### src/rtl/prio_irq_pkg.sv
package prio_irq_pkg;

    localparam int NLVL  = 7;
    localparam int LVL_W = $clog2(NLVL + 1);
    localparam int MBZ_W = 4;

    // command word, MSB first
    typedef struct packed {
        logic [MBZ_W-1:0] mbz;
        logic             chan_off;
        logic             chan_on;
        logic             sys_off;
        logic             sys_on;
        logic             req_raise;
        logic             req_drop;
        logic             sys_clear;
        logic [NLVL-1:0]  sel;
    } cmd_t;

    localparam int CMD_W = $bits(cmd_t);

    typedef struct packed {
        logic            on;
        logic [NLVL-1:0] act;
        logic [NLVL-1:0] sw;
        logic [NLVL-1:0] ip;
    } irq_state_t;

    localparam int STAT_W = $bits(irq_state_t);

    function automatic logic [NLVL-1:0] lowest_bit(input logic [NLVL-1:0] v);
        return v & (~v + NLVL'(1));
    endfunction

    function automatic logic [LVL_W-1:0] level_of(input logic [NLVL-1:0] oh);
        logic [LVL_W-1:0] l;
        l = '0;
        for (int i = 0; i < NLVL; i++)
            if (oh[i]) l = LVL_W'(i + 1);
        return l;
    endfunction

endpackage

### src/rtl/prio_irq_dismiss.sv
module prio_irq_dismiss
    import prio_irq_pkg::*;
(
    input  logic [NLVL-1:0] ip_in,
    input  logic            dismiss,
    output logic [NLVL-1:0] ip_out
);
    logic [NLVL-1:0] top_bit;

    always_comb begin
        top_bit = lowest_bit(ip_in);
        ip_out  = dismiss ? (ip_in & ~top_bit) : ip_in;
    end
endmodule

### src/rtl/prio_irq_arbiter.sv
module prio_irq_arbiter
    import prio_irq_pkg::*;
(
    input  irq_state_t       st,
    input  logic [NLVL-1:0]  dev_req,
    input  logic             enable,
    output logic [NLVL-1:0]  gnt_oh,
    output logic [LVL_W-1:0] gnt_lvl,
    output logic             gnt_any
);
    logic [NLVL-1:0] pend;
    logic [NLVL-1:0] busy_cum;
    logic [NLVL-1:0] elig;

    assign busy_cum[0] = st.ip[0];
    for (genvar g = 1; g < NLVL; g++) begin : g_cum
        assign busy_cum[g] = busy_cum[g-1] | st.ip[g];
    end

    always_comb begin
        pend    = (st.sw | dev_req) & st.act;
        elig    = pend & ~busy_cum;
        gnt_oh  = enable ? lowest_bit(elig) : '0;
        gnt_any = |gnt_oh;
        gnt_lvl = level_of(gnt_oh);
    end
endmodule

### src/rtl/prio_irq_cmd.sv
module prio_irq_cmd
    import prio_irq_pkg::*;
(
    input  logic       cmd_valid,
    input  cmd_t       cmd,
    input  irq_state_t cur,
    output irq_state_t nxt,
    output logic       illegal
);
    logic legal;

    always_comb begin
        illegal = cmd_valid && (cmd.mbz != '0);
        legal   = cmd_valid && (cmd.mbz == '0);
        nxt     = cur;
        if (legal) begin
            if (cmd.sys_clear) nxt = '0;
            if (cmd.req_drop)  nxt.sw  = nxt.sw & ~cmd.sel;
            if (cmd.req_raise) nxt.sw  = nxt.sw | cmd.sel;
            if (cmd.sys_on)    nxt.on  = 1'b1;
            if (cmd.sys_off)   nxt.on  = 1'b0;
            if (cmd.chan_on)   nxt.act = nxt.act | cmd.sel;
            if (cmd.chan_off)  nxt.act = nxt.act & ~cmd.sel;
        end
    end
endmodule

### src/rtl/prio_irq_ctrl.sv
module prio_irq_ctrl
    import prio_irq_pkg::*;
#(
    parameter int ADDR_W  = 18,
    parameter int VEC_OFS = 32
) (
    input  logic              clk,
    input  logic              rst,
    input  logic              cmd_valid,
    input  logic [CMD_W-1:0]  cmd_word,
    input  logic [NLVL-1:0]   dev_req,
    input  logic              dismiss,
    input  logic              handoff_done,
    input  logic [ADDR_W-1:0] base_addr,
    output logic [STAT_W-1:0] status,
    output logic              cmd_reject,
    output logic              grant_valid,
    output logic [LVL_W-1:0]  grant_level,
    output logic [ADDR_W-1:0] dispatch_addr
);
    irq_state_t       st_q, st_evt, st_nxt;
    logic             hand_q;
    logic [NLVL-1:0]  ip_dis;
    logic [NLVL-1:0]  gnt_oh;
    logic [LVL_W-1:0] gnt_lvl;
    logic             gnt_any;
    logic             illegal;
    logic             arb_en;

    assign arb_en = st_q.on && !hand_q && !cmd_valid;

    prio_irq_dismiss u_dis (
        .ip_in  (st_q.ip),
        .dismiss(dismiss),
        .ip_out (ip_dis)
    );

    prio_irq_arbiter u_arb (
        .st     (st_q),
        .dev_req(dev_req),
        .enable (arb_en),
        .gnt_oh (gnt_oh),
        .gnt_lvl(gnt_lvl),
        .gnt_any(gnt_any)
    );

    always_comb begin
        st_evt    = st_q;
        st_evt.ip = ip_dis | gnt_oh;
    end

    prio_irq_cmd u_cmd (
        .cmd_valid(cmd_valid),
        .cmd      (cmd_t'(cmd_word)),
        .cur      (st_evt),
        .nxt      (st_nxt),
        .illegal  (illegal)
    );

    always_ff @(posedge clk) begin
        if (rst) begin
            st_q          <= '0;
            hand_q        <= 1'b0;
            cmd_reject    <= 1'b0;
            grant_valid   <= 1'b0;
            grant_level   <= '0;
            dispatch_addr <= '0;
        end else begin
            st_q        <= st_nxt;
            cmd_reject  <= illegal;
            grant_valid <= gnt_any;
            if (gnt_any)
                hand_q <= 1'b1;
            else if (handoff_done)
                hand_q <= 1'b0;
            if (gnt_any) begin
                grant_level   <= gnt_lvl;
                dispatch_addr <= base_addr + ADDR_W'(VEC_OFS)
                               + ADDR_W'({gnt_lvl, 1'b0});
            end
        end
    end

    assign status = st_q;
endmodule

### config.mk
export PLATFORM = sky130hd
export DESIGN_NAME = prio_irq_ctrl
export DESIGN_NICKNAME = d
export VERILOG_FILES = /design/src/rtl/prio_irq_pkg.sv /design/src/rtl/prio_irq_dismiss.sv /design/src/rtl/prio_irq_arbiter.sv /design/src/rtl/prio_irq_cmd.sv /design/src/rtl/prio_irq_ctrl.sv
export SDC_FILE = /design/constraint.sdc
export NUM_CORES = 1
export LEC_CHECK = 0
export ABC_AREA = 1
export BUFFER_PORTS_ARGS = -buffer_cell sky130_fd_sc_hd__buf_2
export CORE_ASPECT_RATIO = 0.8
export CORE_MARGIN = 2
export CORE_UTILIZATION = 49
export CTS_CLUSTER_DIAMETER = 80
export DETAILED_ROUTE_END_ITERATION = 10
export PLACE_DENSITY = 0.89
export SLEW_MARGIN = 20
export SYNTH_ARGS = -nofsm -noshare
export SYNTH_HDL_FRONTEND = slang
export SYNTH_SLANG_ARGS = --single-unit
export TNS_END_PERCENT = 1
### constraint.sdc
create_clock -name clk -period 3.7 [get_ports clk]
set_input_delay 0.555 -clock clk [delete_from_list [all_inputs] [get_ports clk]]
set_output_delay 0.555 -clock clk [all_outputs]
set_load 0.01 [all_outputs]
==> metrics, run 1 <==
Worst Skew=10.7 ps; clk slew on worst S/H paths=90 ps; Worst R2R Path Depth=22; yosys warns=0; Post-synth EDFFs=0; first-pass GRT wire length=10600 um; DRT Pass-1 Iters=4; Setup Buffers After CTS=0; hpwl dp=5110 um; kind of critical path=register to register; Slowest-stage cell, CP=o21ai_0; cell family with most CP delay=simple AND/OR/NAND/NOR gates; CP arrival=3380 ps; top post-synthesis cells by area=dfxtp_1 36%, nand2_1 13%, nor2_1 10%; maximum root-to-sink buffer count=2; Worst Setup End Kind=register; Post-Syn Area=2530 sq um; Synth Register Bits=46; Unique masters post-synth=33; setup TNS=0 ps; Initial DRC Count=190; Mapped Nets=432; Area growth syn-to-layout=22.6%; Peak VDD IR=0.223 mV; RSZ-0062 raised after global routing=no; grt ovf=0; top cell type's share of synthesized area=0.364; fraction of registers with async set/reset=0; CP Data Required Time=3900 ps; Post-synth top cells=90 x nand2_1, 68 x nor2_1, 46 x dfxtp_1; largest net degree at the start of global routing=38; count leader, synth=nand2_1; CTS H-tree depth=2; GPL Wtd Cong=0.892; root buf cell=clkbuf_8; Clk Latency, worst-skew pair=310 ps; Die Y=68.3 um; Mean Syn Cell Area=6.66 sq um; Top cell by count, worst path=nand2_1; fmax=315 MHz; CTS Buf Count=5; DR vias=2696; share of cells above drive strength 1=0.245; pwr dens=291 nW/um^2; sink of the worst hold path=hand_q; Port Buffers=92; RR Endpoint=dispatch_addr[13]; number of global-route vias before repair=2456; RR Startpoint=status[9]; Final Hold Fails=0; Core Region=5010 sq um; post-route cell area=3110 sq um; ANT nets after route=0; Worst Hold Launch=handoff_done; maximum capacitance violations=0; Hold/Removal Path Class=input pin to register; Buf/Inv on CP=3; Nets=521; worst-path fanout max=6; fin crit share=0.858; worst rel slew slack=0.603; count of pins over their slew limit=0; CTS tree=built; Worst-Margin Slew=595 ps; r2r setup slk=520 ps; Die W=84.4 um; DIE AREA=5760 sq um; DR DRC count=0; CTS Sinks=46; critical path's largest stage delay=420 ps; worst path cell trace=o21ai_0, nor2_4, nor2_4, nand2_1, nor2_2, nor2_1, inv_1, ha_1, inv_1, fa_1, inv_1, nand2_1, nand2_1, nand2_1, nand2_1, nand2_1, nor2_1, nand2_1, xor2_1, nand2_1, nand2_1, nor2_1; status=completed; Setup Viol. Count Final=0; sequential share of the synthesized area=0.364; DP Area=3020 sq um; post-CTS sizing=0; Detailed Route WL=6660 um; largest area contributor in the netlist=dfxtp_1; initial antenna violation count=0; Ports=93; worst hold path depth=2; Avg WL per Cell=12.5 um; CTS hold repair buffers=0; crit path launch type=register; Worst Hold Slack=436 ps; Syn Inst Count=380; dominant synthesized flop cell=dfxtp_1; n_diodes=0; row count=23; Initial Util=0.506; total track usage=0.231; min Tclk post-route=3180 ps; vias per cell=5.07; Pleak=0.00155 uW
==> logic make-up (layout without fill, tap and decap cells) <==
logic type | count (synthesis) | in the layout | synth area share
AOI/OAI and AO/OA | 66 | 66 | 0.140
xor gates and xnor gates | 12 | 12 | 0.0415
adders and majority gates | 4 | 4 | 0.0227
buffers and inverters | 51 | 141 | 0.0840
DFF | 46 | 46 | 0.364
and+or+nand+nor | 201 | 201 | 0.348
==> power by group <==
group | switching [uW] | internal, uW | leakage (uW) | total [uW]
sequential | 0.862 | 496 | 0.000371 | 497
clock | 182 | 133 | 0.0000441 | 315
combinational | 55.4 | 35.6 | 0.00114 | 91.1
total | 238 | 665 | 0.00155 | 903
==> registers in the layout, indices dropped and copies added (netlist names) <==
signal         count
cmd_reject         1
dispatch_addr     18
status            22
hand_q             1
grant_level        3
grant_valid        1
==> layout make-up <==
type / count / area (sq um)
Tap cell: 62 / 77.6
Timing Repair Buffer: 93 / 468
Multi-Input combinational cell: 283 / 1400
Clock buffer: 5 / 68.8
Inverter: 40 / 150
Clock inverter: 3 / 21.3
Fill cell: 470 / 1900
Sequential cell: 46 / 921
==> metal layers <==
layer | up-vias | track usage | wire length, um | part of all wire
met5 | - | 0 | 0 | 0
met4 | 0 | 0.0853 | 110 | 0.017
met3 | 12 | 0.0519 | 448 | 0.067
met2 | 87 | 0.369 | 2870 | 0.43
met1 | 1199 | 0.309 | 3220 | 0.48
li1 | 1398 | - | - | -
==> worst max path at each step <==
| stage | cells after the start | slack, ps | startpoint | end |
|---|---|---|---|---|
| CTS | 22 | 550 | status[9] | dispatch_addr[13] |
| global route | 23 | 150 | status[21] | dispatch_addr[13] |
| finish | 22 | 520 | status[9] | dispatch_addr[13] |
| detailed placement | 23 | 250 | dev_req[2] | dispatch_addr[13] |
| global placement | 23 | 360 | dev_req[2] | dispatch_addr[13] |
| floorplan | 22 | 730 | dev_req[2] | dispatch_addr[13] |
==> placed cells by master (no fill, tap or decap), drive strengths merged <==
cell	instances
a21oi	38
xnor2	5
ha	3
o21ai	20
o31ai	1
clkbuf	5
nor4	2
clkinv	2
a31o	1
o311ai	1
fa	1
and2	1
clkinvlp	1
o211ai	2
nand2	93
nand3b	1
dfxtp	46
nor2	76
xor2	7
a2111oi	1
nand4	11
inv	40
nand3	14
nor3b	1
nor3	2
o21a	2
buf	93
==> stage by stage <==
step | cells | setup WS [ps] | total power (uW) | utilization
after floorplan | 380 | 727 | 554 | -
after global placement | 524 | 359 | 597 | 0.602
after detailed placement | 524 | 252 | 598 | 0.602
after CTS | 532 | 550 | 906 | 0.620
after global routing | 532 | 147 | 936 | 0.620
final | 532 | 524 | 903 | 0.620
Power figures use the tool's default switching activity.
==> run 2, diff against run 1 <==
- GPL_TIMING_DRIVEN: unset -> 0
==> run 2 against run 1 <==
  * Total power hardly changed
  * Maximum frequency decreased by 2.3%
  * Final cell count up 1.7%
  * Flip-flop and latch count is the same
  * Core utilization grew 1.1 points
  * Clock-buffer cell count stayed put
  * Sequential power about the same
  * Via count rose by 2.9%
  * Global-route usage rose by 0.71 points
  * Critical path type unchanged
  * Highest routed layer unchanged
==> metrics, run 2 (synthesized netlist as in run 1, its figures left out) <==
status=completed; Die W=84.4 um; initial antenna violation count=0; setup TNS=0 ps; post-route cell area=3160 sq um; Initial DRC Count=209; max reg flops=22; total internal power=666 uW; Hold/Removal Path Class=input pin to register; CTS Sinks=46; worst path cell trace=o21ai_0, inv_1, nand2_1, nand3_1, nor2_2, nor2_1, inv_1, ha_1, inv_1, fa_1, inv_1, nand2_1, nand2_1, nand2_1, nand2_1, nand2_1, nor2_1, nand2_1, xor2_1, nand2_1, nand2_1, nor2_1; Initial Util=0.506; Flop pwr share=0.551; n_diodes=0; Setup Viol. Count Final=0; CP Launch Point=status[11]; fin crit share=0.879; CP Data Required Time=3900 ps; DIE AREA=5760 sq um; min Tclk post-route=3250 ps; Layout Cells excl Fill=541; cell family with most CP delay=simple AND/OR/NAND/NOR gates; clk slew on worst S/H paths=90 ps; Area growth syn-to-layout=24.8%; root buf cell=clkbuf_8; crit path launch type=register; CTS hold repair buffers=0; Worst-Margin Slew=567 ps; dpl cells=533; DR vias=2773; Core Region=5010 sq um; CTS H-tree depth=2; row count=23; CP arrival=3450 ps; vias per cell=5.13; largest net degree at the start of global routing=16; hpwl dp=5240 um; share of cells above drive strength 1=0.248; GPL Wtd Cong=0.893; Avg WL per Cell=12.6 um; commonest non-fill, non-tap cells in the layout=93 x buf_2, 90 x nand2_1, 68 x nor2_1; Die Y=68.3 um; Nets=530; Port Buffers=91; Final Hold Fails=0; pwr dens=286 nW/um^2; number of global-route vias before repair=2497; RSZ-0062 raised after global routing=no; count of pins over their slew limit=0; DRT Pass-1 Iters=4; Peak VDD IR=0.193 mV; RR Startpoint=status[11]; Net Sw Frac=0.262; Ports=93; Top cell by count, worst path=nand2_1; Setup Buffers After CTS=0; worst-path fanout max=3; Worst Hold Launch=cmd_word[11]; Detailed Route WL=6800 um; clock share of power=0.345; CTS Buf Count=5; Util after Layout=0.631; CTS tree=built; maximum capacitance violations=0; Buf/Inv on CP=4; Pleak=0.00157 uW; first-pass GRT wire length=11100 um; worst rel slew slack=0.618; total track usage=0.238; grt ovf=0; Slowest-stage cell, CP=o21ai_0; Clk Latency, worst-skew pair=300 ps; switching power=237 uW; Comb pwr share=0.104; Worst Setup End Kind=register; Worst Skew=8.97 ps; DP Area=3070 sq um; ANT nets after route=0; critical path's largest stage delay=480 ps; commonest non-fill, non-tap cell in the layout=buf_2; fmax=308 MHz; DR DRC count=0; kind of critical path=register to register; maximum root-to-sink buffer count=2
run 2: timing repair:
| action | in CTS | in global routing |
|---|---|---|
| resized for setup | 0 | 2 |
| endpoints found under the setup margin | 0 | 1 |
| hold endpoints to repair | 0 | 0 |
run 2: path summary, 6_finish.rpt:
path	end	slack [ps]	cells after the start
max	dispatch_addr[13]	450	22
min	status[21]	460	2
max reg2reg	dispatch_addr[13]	450	22
min reg2reg	dispatch_addr[11]	480	2
run 2: through the flow:
stage / power [uW] / setup slack (ps) / hold WS [ps]
after global routing: 940 / 52.6 / 447
after floorplan: 554 / 727 / 445
after detailed placement: 601 / 115 / 466
after global placement: 599 / 169 / 460
final: 903 / 448 / 455
after CTS: 905 / 415 / 454
run 2: layer usage:
metal / track usage / vias up / part of all wire
met5: 0 / - / 0
met1: 0.321 / 1235 / 0.47
met2: 0.383 / 110 / 0.45
li1: - / 1423 / -
met3: 0.0531 / 5 / 0.074
met4: 0.0774 / 0 / 0.0075
run 2: power groups by stage:
stage	clock network, uW	logic [uW]	registers [uW]
2_1_floorplan	0	44.1	509
3_3_place_gp	0	89.9	509
3_5_place_dp	0	92.2	509
4_1_cts	315	92.7	497
5_1_grt	338	104	498
6_report	312	94.2	497
run 2: layout make-up:
type / instances / area [sq um]
fill: 475 / 1850
multi-input combinational: 283 / 1400
sequential: 46 / 921
timing repair buffer: 91 / 455
inverter: 40 / 150
tap: 62 / 77.6
clock buffer: 5 / 68.8
buffer: 11 / 62.6
clock inverter: 3 / 21.3
